--- config.mk ---
export PLATFORM = sky130hd
export DESIGN_NAME = mp_uart_rx
export DESIGN_NICKNAME = d
export VERILOG_FILES = /design/src/rtl/mpurx_pkg.sv /design/src/rtl/mpurx_sampler.sv /design/src/rtl/mpurx_flags.sv /design/src/rtl/mpurx_ctrl.sv /design/src/rtl/mp_uart_rx.sv
export SDC_FILE = /design/constraint.sdc
export NUM_CORES = 1
export LEC_CHECK = 0
export CAP_MARGIN = 30
export CORE_AREA = 4 4 74 76
export CTS_CLUSTER_SIZE = 12
export DETAILED_ROUTE_END_ITERATION = 10
export DIE_AREA = 0 0 78 80
export GPL_TIMING_DRIVEN = 1
export MAX_ROUTING_LAYER = met4
export PLACE_DENSITY = 0.76
export SETUP_SLACK_MARGIN = 0.4
export SLEW_MARGIN = 20
export SYNTH_ARGS = -nofsm -noshare
export SYNTH_HDL_FRONTEND = slang
export SYNTH_SLANG_ARGS = --single-unit
--- constraint.sdc ---
create_clock -name clk -period 2.15 [get_ports clk]
set_input_delay 0.43 -clock clk [delete_from_list [all_inputs] [get_ports clk]]
set_output_delay 0.43 -clock clk [all_outputs]
set_load 0.02 [all_outputs]
--- src/rtl/mpurx_pkg.sv ---
package mpurx_pkg;
  typedef enum logic [1:0] {RX_IDLE, RX_START, RX_DATA, RX_STOP} rx_state_e;
  // control register bit positions
  localparam int unsigned CB_WAKE  = 7;
  localparam int unsigned CB_RXEN  = 6;
  localparam int unsigned CB_MARK  = 3;
  localparam int unsigned CB_LEN8  = 2;
  localparam int unsigned CB_STOP2 = 0;
endpackage

--- src/rtl/mpurx_sampler.sv ---
module mpurx_sampler
  import mpurx_pkg::*;
#(
  parameter int OS = 16,
  parameter int DW = 8
) (
  input  logic          clk,
  input  logic          rst_n,
  input  logic          tick,
  input  logic          rxd,
  input  logic          en,
  input  logic          len8,
  input  logic          mp_fmt,
  input  logic          two_stop,
  output logic          done,
  output logic [DW-1:0] word,
  output logic          mpbit,
  output logic          stop_ok
);
  localparam int SHW = DW + 1;
  localparam int CW  = $clog2(OS);
  localparam int BW  = $clog2(SHW + 1);
  localparam int MID = OS / 2 - 1;

  logic [1:0]     sync_q;
  logic           rx_s;
  rx_state_e      state_q, state_d;
  logic [CW-1:0]  cnt_q, cnt_d;
  logic [BW-1:0]  bcnt_q, bcnt_d;
  logic [SHW-1:0] sreg_q, sreg_d;
  logic           sidx_q, sidx_d, bad_q, bad_d;
  logic           done_d, ok_d;
  logic [BW-1:0]  nbits;
  logic [SHW-1:0] aligned;
  logic [DW-1:0]  word_c;
  logic           mpb_c;

  assign rx_s    = sync_q[1];
  assign nbits   = BW'(DW - 1) + BW'(len8) + BW'(mp_fmt);
  assign aligned = sreg_q >> (BW'(SHW) - nbits);
  assign word_c  = len8 ? aligned[DW-1:0] : {1'b0, aligned[DW-2:0]};
  assign mpb_c   = mp_fmt & (len8 ? aligned[DW] : aligned[DW-1]);

  always_comb begin
    state_d = state_q;
    cnt_d   = cnt_q;
    bcnt_d  = bcnt_q;
    sreg_d  = sreg_q;
    sidx_d  = sidx_q;
    bad_d   = bad_q;
    done_d  = 1'b0;
    ok_d    = 1'b0;
    if (tick) begin
      unique case (state_q)
        RX_IDLE: if (!rx_s) begin
          state_d = RX_START;
          cnt_d   = '0;
        end
        RX_START: if (cnt_q == CW'(MID)) begin
          cnt_d   = '0;
          bcnt_d  = '0;
          state_d = rx_s ? RX_IDLE : RX_DATA;
        end else cnt_d = cnt_q + 1'b1;
        RX_DATA: if (cnt_q == CW'(OS - 1)) begin
          cnt_d  = '0;
          sreg_d = {rx_s, sreg_q[SHW-1:1]};
          if (bcnt_q == nbits - 1'b1) begin
            state_d = RX_STOP;
            sidx_d  = 1'b0;
            bad_d   = 1'b0;
          end else bcnt_d = bcnt_q + 1'b1;
        end else cnt_d = cnt_q + 1'b1;
        RX_STOP: if (cnt_q == CW'(OS - 1)) begin
          cnt_d = '0;
          if (two_stop && !sidx_q) begin
            sidx_d = 1'b1;
            bad_d  = bad_q | ~rx_s;
          end else begin
            done_d  = 1'b1;
            ok_d    = ~(bad_q | ~rx_s);
            state_d = RX_IDLE;
          end
        end else cnt_d = cnt_q + 1'b1;
        default: state_d = RX_IDLE;
      endcase
    end
    if (!en) begin
      state_d = RX_IDLE;
      cnt_d   = '0;
      done_d  = 1'b0;
    end
  end

  always_ff @(posedge clk or negedge rst_n) begin
    if (!rst_n) begin
      sync_q  <= 2'b11;
      state_q <= RX_IDLE;
      cnt_q   <= '0;
      bcnt_q  <= '0;
      sreg_q  <= '0;
      sidx_q  <= 1'b0;
      bad_q   <= 1'b0;
      done    <= 1'b0;
      word    <= '0;
      mpbit   <= 1'b0;
      stop_ok <= 1'b0;
    end else begin
      sync_q  <= {sync_q[0], rxd};
      state_q <= state_d;
      cnt_q   <= cnt_d;
      bcnt_q  <= bcnt_d;
      sreg_q  <= sreg_d;
      sidx_q  <= sidx_d;
      bad_q   <= bad_d;
      done    <= done_d;
      if (done_d) begin
        word    <= word_c;
        mpbit   <= mpb_c;
        stop_ok <= ok_d;
      end
    end
  end

  // a disabled receiver sits idle from the next cycle on
  a_r11_disabled_idle: assert property (@(posedge clk) disable iff (!rst_n)
    !en |=> state_q == RX_IDLE);
  // a character completion is a single-cycle event
  a_r2_done_single: assert property (@(posedge clk) disable iff (!rst_n)
    done |=> !done);
endmodule

--- src/rtl/mpurx_flags.sv ---
module mpurx_flags #(
  parameter int DW = 8
) (
  input  logic          clk,
  input  logic          rst_n,
  input  logic          done,
  input  logic [DW-1:0] word,
  input  logic          mpbit,
  input  logic          stop_ok,
  input  logic          mp_fmt,
  input  logic          wake,
  input  logic          rd,
  input  logic          err_clr,
  output logic [DW-1:0] data,
  output logic          full,
  output logic          fe,
  output logic          oe,
  output logic          mpb_last
);
  logic          take, overrun, load;
  logic [DW-1:0] data_d;
  logic          full_d, fe_d, oe_d, mpb_d;

  always_comb begin
    take    = done & ~(mp_fmt & wake & ~mpbit);
    overrun = take & full & ~rd;
    load    = take & ~overrun;
    data_d  = load ? word : data;
    full_d  = load | (full & ~rd);
    fe_d    = (fe & ~err_clr) | (take & ~stop_ok);
    oe_d    = (oe & ~err_clr) | overrun;
    mpb_d   = take ? (mp_fmt & mpbit) : mpb_last;
  end

  always_ff @(posedge clk or negedge rst_n) begin
    if (!rst_n) begin
      data     <= '0;
      full     <= 1'b0;
      fe       <= 1'b0;
      oe       <= 1'b0;
      mpb_last <= 1'b0;
    end else begin
      data     <= data_d;
      full     <= full_d;
      fe       <= fe_d;
      oe       <= oe_d;
      mpb_last <= mpb_d;
    end
  end

  // a filtered character leaves every flag and the held byte alone
  a_r5_drop_no_effect: assert property (@(posedge clk) disable iff (!rst_n)
    (done && mp_fmt && wake && !mpbit && !rd && !err_clr)
      |=> $stable(full) && $stable(fe) && $stable(oe) && $stable(data));
  // overrun flags and keeps the held byte
  a_r9_overrun_keeps: assert property (@(posedge clk) disable iff (!rst_n)
    (done && full && !rd && (!mp_fmt || !wake || mpbit))
      |=> oe && $stable(data));
  // bad stop on an accepted character raises the framing flag
  a_r8_frame_flag: assert property (@(posedge clk) disable iff (!rst_n)
    (done && !stop_ok && (!mp_fmt || !wake || mpbit)) |=> fe);
  // a read with no competing arrival empties the holder
  a_r12_read_clears: assert property (@(posedge clk) disable iff (!rst_n)
    (rd && !done) |=> !full);
endmodule

--- src/rtl/mpurx_ctrl.sv ---
module mpurx_ctrl
  import mpurx_pkg::*;
(
  input  logic       clk,
  input  logic       rst_n,
  input  logic       we,
  input  logic [7:0] wdata,
  input  logic       mpb_last,
  output logic [7:0] rdata,
  output logic       wake,
  output logic       rxen,
  output logic       len8,
  output logic       two_stop,
  output logic       err_clr
);
  logic [7:0] ctrl_q, ctrl_d;

  always_comb begin
    ctrl_d = ctrl_q;
    if (we) begin
      ctrl_d         = wdata;
      ctrl_d[CB_MARK] = 1'b0;
    end
  end

  always_ff @(posedge clk or negedge rst_n) begin
    if (!rst_n) ctrl_q <= 8'h10;
    else        ctrl_q <= ctrl_d;
  end

  always_comb begin
    rdata          = ctrl_q;
    rdata[CB_MARK] = mpb_last;
  end

  assign wake     = ctrl_q[CB_WAKE];
  assign rxen     = ctrl_q[CB_RXEN];
  assign len8     = ctrl_q[CB_LEN8];
  assign two_stop = ctrl_q[CB_STOP2];
  assign err_clr  = we & ~wdata[CB_MARK];

  // stored fields read back what was written
  a_r7_write_back: assert property (@(posedge clk) disable iff (!rst_n)
    we |=> (rdata[7:4] == $past(wdata[7:4])) && (rdata[2:0] == $past(wdata[2:0])));
endmodule

--- src/rtl/mp_uart_rx.sv ---
module mp_uart_rx
  import mpurx_pkg::*;
#(
  parameter int OS_RATE = 16,
  parameter int DATA_W  = 8
) (
  input  logic              clk,
  input  logic              rst_n,
  input  logic              os_tick,
  input  logic              rxd,
  input  logic              mp_sel,
  input  logic              ctrl_we,
  input  logic [7:0]        ctrl_wdata,
  output logic [7:0]        ctrl_rdata,
  input  logic              rx_rd,
  output logic [DATA_W-1:0] rx_data,
  output logic              rx_full,
  output logic              err_frame,
  output logic              err_overrun
);
  logic              wake, rxen, len8, two_stop, err_clr, mpb_last;
  logic              done, mpbit, stop_ok;
  logic [DATA_W-1:0] word;

  mpurx_ctrl u_ctrl (
    .clk(clk), .rst_n(rst_n), .we(ctrl_we), .wdata(ctrl_wdata),
    .mpb_last(mpb_last), .rdata(ctrl_rdata), .wake(wake), .rxen(rxen),
    .len8(len8), .two_stop(two_stop), .err_clr(err_clr)
  );

  mpurx_sampler #(.OS(OS_RATE), .DW(DATA_W)) u_samp (
    .clk(clk), .rst_n(rst_n), .tick(os_tick), .rxd(rxd), .en(rxen),
    .len8(len8), .mp_fmt(mp_sel), .two_stop(two_stop), .done(done),
    .word(word), .mpbit(mpbit), .stop_ok(stop_ok)
  );

  mpurx_flags #(.DW(DATA_W)) u_flags (
    .clk(clk), .rst_n(rst_n), .done(done), .word(word), .mpbit(mpbit),
    .stop_ok(stop_ok), .mp_fmt(mp_sel), .wake(wake), .rd(rx_rd),
    .err_clr(err_clr), .data(rx_data), .full(rx_full), .fe(err_frame),
    .oe(err_overrun), .mpb_last(mpb_last)
  );
endmodule

==> results.sh <==
export IMPL_irDropWorstVdd_v=0.000458
export IMPL_rows=25
export IMPL_final_util_pct=70.6
export IMPL_grt_max_degree=54
export IMPL_tritoncts_num_buffers=5
export IMPL_drcViolationCount=0
export IMPL_netlist_cell_type_count=47
export IMPL_clock_root_buffer="sky130_fd_sc_hd__clkbuf_8"
export IMPL_tightest_slew_ns=0.459
export IMPL_nets=292
export IMPL_placed_cell_area_um2=3030
export IMPL_hold_viol_final=0
export IMPL_maxSlewViolCount=0
export IMPL_synth_seq_area_share_pct=51.4
export IMPL_yosys_area_top_type="sky130_fd_sc_hd__dfrtp_1"
export IMPL_ratio_of_cells_with_drive_above_1_in_the_final_layout_pct=34.7
export IMPL_outcome="complete, no violations"
export IMPL_drt_wl_total_um=4900
export IMPL_synth_async_reset_ratio_pct=100
export IMPL_die_span_in_x_um=78
export IMPL_numClockSinks=53
export IMPL_ys_seq_elements=53
export IMPL_critPathRequiredTime_ns=1.72
export IMPL_leading_cell_types_in_the_layout_fill_and_taps_excluded="sky130_fd_sc_hd__dfrtp_1, sky130_fd_sc_hd__mux2_2, sky130_fd_sc_hd__clkdlybuf4s50_1, sky130_fd_sc_hd__buf_4, sky130_fd_sc_hd__nand2_1"
export IMPL_synth_main_ff_cell="sky130_fd_sc_hd__dfrtp_1"
export IMPL_min_period_ns=1.70
export IMPL_worst_setup_path_type="reg -> out"
export IMPL_p_leak_nw=1.55
export IMPL_data_arrival_time_of_the_critical_path_ns=1.27
export IMPL_wl_per_cell_um=14.4
export IMPL_postSynthCellCount=222
export IMPL_cpMaxStageDelayCell="sky130_fd_sc_hd__clkdlybuf4s50_1"
export IMPL_maxSlewHeadroom_pct=69.3
export IMPL_cts_hold_repair_buffers=0
export IMPL_fin_crit_sh_pct=79.2
export IMPL_gp_congestion=0.790
export IMPL_die_area_um2=6240
export IMPL_hold_slack_ns=0.0902
export IMPL_dr_first_iter_drc_count=54
export IMPL_initial_core_util_pct=54.8
export IMPL_grt_first_pass_wirelength_um=8180
export IMPL_holdCritPathClass="in -> async"
export IMPL_setup_viol=0
export IMPL_synth_yosys_warnings=0
export IMPL_setup_ws_ns=0.448
export IMPL_synthesis_area_um2=2590
export IMPL_cts_root_to_sink_buffers=2
export IMPL_synth_nets=241
export IMPL_numPortBuffers=33
export IMPL_path_cells="clkdlybuf4s50_1"
export IMPL_grt_overflow_total=0
export IMPL_cellPowerDensity_nw_per_um2=556
export IMPL_final_common_cell="sky130_fd_sc_hd__dfrtp_1"
export IMPL_number_of_flops_mapped_to_enable_cells_by_yosys=0
export IMPL_critPathBufInv=1
export IMPL_yosys_area_top_type_share_pct=48.4
export IMPL_timing_critical_path_to_type="primary output"
export IMPL_clock_skew_ns=0.00546
export IMPL_vias_in_the_first_global_route=1730
export IMPL_die_h_um=80
export IMPL_max_cap_violations=0
export IMPL_htree_levels=2
export IMPL_drt_first_pass_iters=4
export IMPL_clk_insertion_delay_late_ns=0.31
export IMPL_groute_usage_overall_pct=17.6
export IMPL_area_growth_syn_to_layout_pct=28.9
export IMPL_antenna_found_initial=0
export IMPL_n_antenna_cell=0
export IMPL_path_delay_family="buffers and inverters"
export IMPL_via_count=1813
export IMPL_worst_setup_path_start_kind="flip-flop"
export IMPL_io_pins=34
export IMPL_core_area_um2=4720
export IMPL_dp_worst_setup_slack_ns=-0.145
export IMPL_finish_instance_area_um2=3340
export IMPL_clock_tree_from_tritoncts="built"
export IMPL_timing_critical_path_slowest_cell_delay_ns=0.61
export IMPL_synthesis_area_per_instance_um2=11.7
export IMPL_critical_path_max_fanout=2
export IMPL_grt_setup_unrepaired="true"
export IMPL_sum_of_negative_setup_slack_ns=0
export IMPL_place_hpwl_um=3310
export IMPL_synth_area_top_cells="sky130_fd_sc_hd__dfrtp_1, sky130_fd_sc_hd__mux2_2, sky130_fd_sc_hd__dfstp_2"
export IMPL_routed_via_density=5.32
export IMPL_postRouteAntennaNets=0
export IMPL_clock_fmax_mhz=587
export IMPL_path_clk_slew_ns=0.09
==> Yosys cell counts (all sizes together), types with 3 or more instances <==
cell type / number
dfrtp: 50
mux2: 27
nand2: 21
o21ai: 13
buf: 12
inv: 8
nand3: 8
a21oi: 7
clkbuf: 6
nand2b: 6
nor2: 6
ha: 4
mux2i: 4
nor2b: 4
o31ai: 4
a31oi: 3
dfstp: 3
mux4: 3
==> kinds of logic after synthesis <==
kind of cell	share of synthesized area (%)
AO/OA/AOI/OAI	12.2
XOR/XNOR	0.339
adder cells (fa/ha/maj)	1.93
buffers and inverters	5.80
flip-flops	51.4
multiplexers	16.3
AND/OR/NAND/NOR	11.9
==> power breakdown <==
part	internal (mW)	switching, mW	leakage [nW]
clock network	0.231	0.330	0.0445
logic	0.125	0.123	0.808
registers	1.02	0.0228	0.701
==> worst paths after layout <==
path | cells past startpoint | startpoint | to | slack [ns]
setup reg to reg | 5 | u_samp.cnt_q[1]$_DFFE_PN0P_ | u_samp.word[2]$_DFFE_PN0P_ | 0.46
setup / recovery | 1 | u_ctrl.ctrl_q[5]$_DFFE_PN0P_ | ctrl_rdata[5] | 0.45
max in group asynchronous | 2 | rst_n | u_ctrl.ctrl_q[4]$_DFFE_PN1P_ | 1.77
hold reg to reg | 0 | u_samp.sync_q[0]$_DFF_PN1_ | u_samp.sync_q[1]$_DFF_PN1_ | 0.36
hold / removal | 2 | rst_n | u_flags.oe$_DFF_PN0_ | 0.09
min in group clk | 0 | u_samp.sync_q[0]$_DFF_PN1_ | u_samp.sync_q[1]$_DFF_PN1_ | 0.36
==> per-layer routing <==
layer | up-vias | GRT usage [%] | part of all wire, %
met5 | - | - | 0
met4 | 0 | 6.82 | 1.6
met3 | 7 | 5.19 | 5.6
met2 | 43 | 27.0 | 47
met1 | 869 | 22.2 | 46
li1 | 894 | - | -
==> registers in the layout, indices dropped and copies added, names as in the netlist, 2 cells and up <==
name            cells
u_samp.bcnt_q       4
u_samp.state_q      2
u_samp.sreg_q       9
u_samp.cnt_q        4
u_flags.data        8
u_samp.sync_q       2
u_samp.word         8
u_ctrl.ctrl_q       7
==> what timing repair did <==
item | in CTS | in global routing
buffers inserted | 7 | 4
setup endpoints to repair | 24 | 19
pin swaps | 4 | 10
cloned | 0 | 1
resized for setup | 20 | 20
==> layout make-up <==
type	count	area, um2
fill	329	1390
sequential	53	1340
multi-input combinational	144	1220
timing repair buffer	61	578
tap	67	83.8
clock buffer	5	68.8
inverter	8	32.5
clock inverter	3	21.3
==> through the flow <==
stage | instances | total power, mW
6_report | 341 | 1.85
5_1_grt | 341 | 1.95
4_1_cts | 336 | 1.87
3_5_place_dp | 321 | 1.29
3_3_place_gp | 321 | 1.29
2_1_floorplan | 222 | 1.19
(Power assumes the default switching activity.)
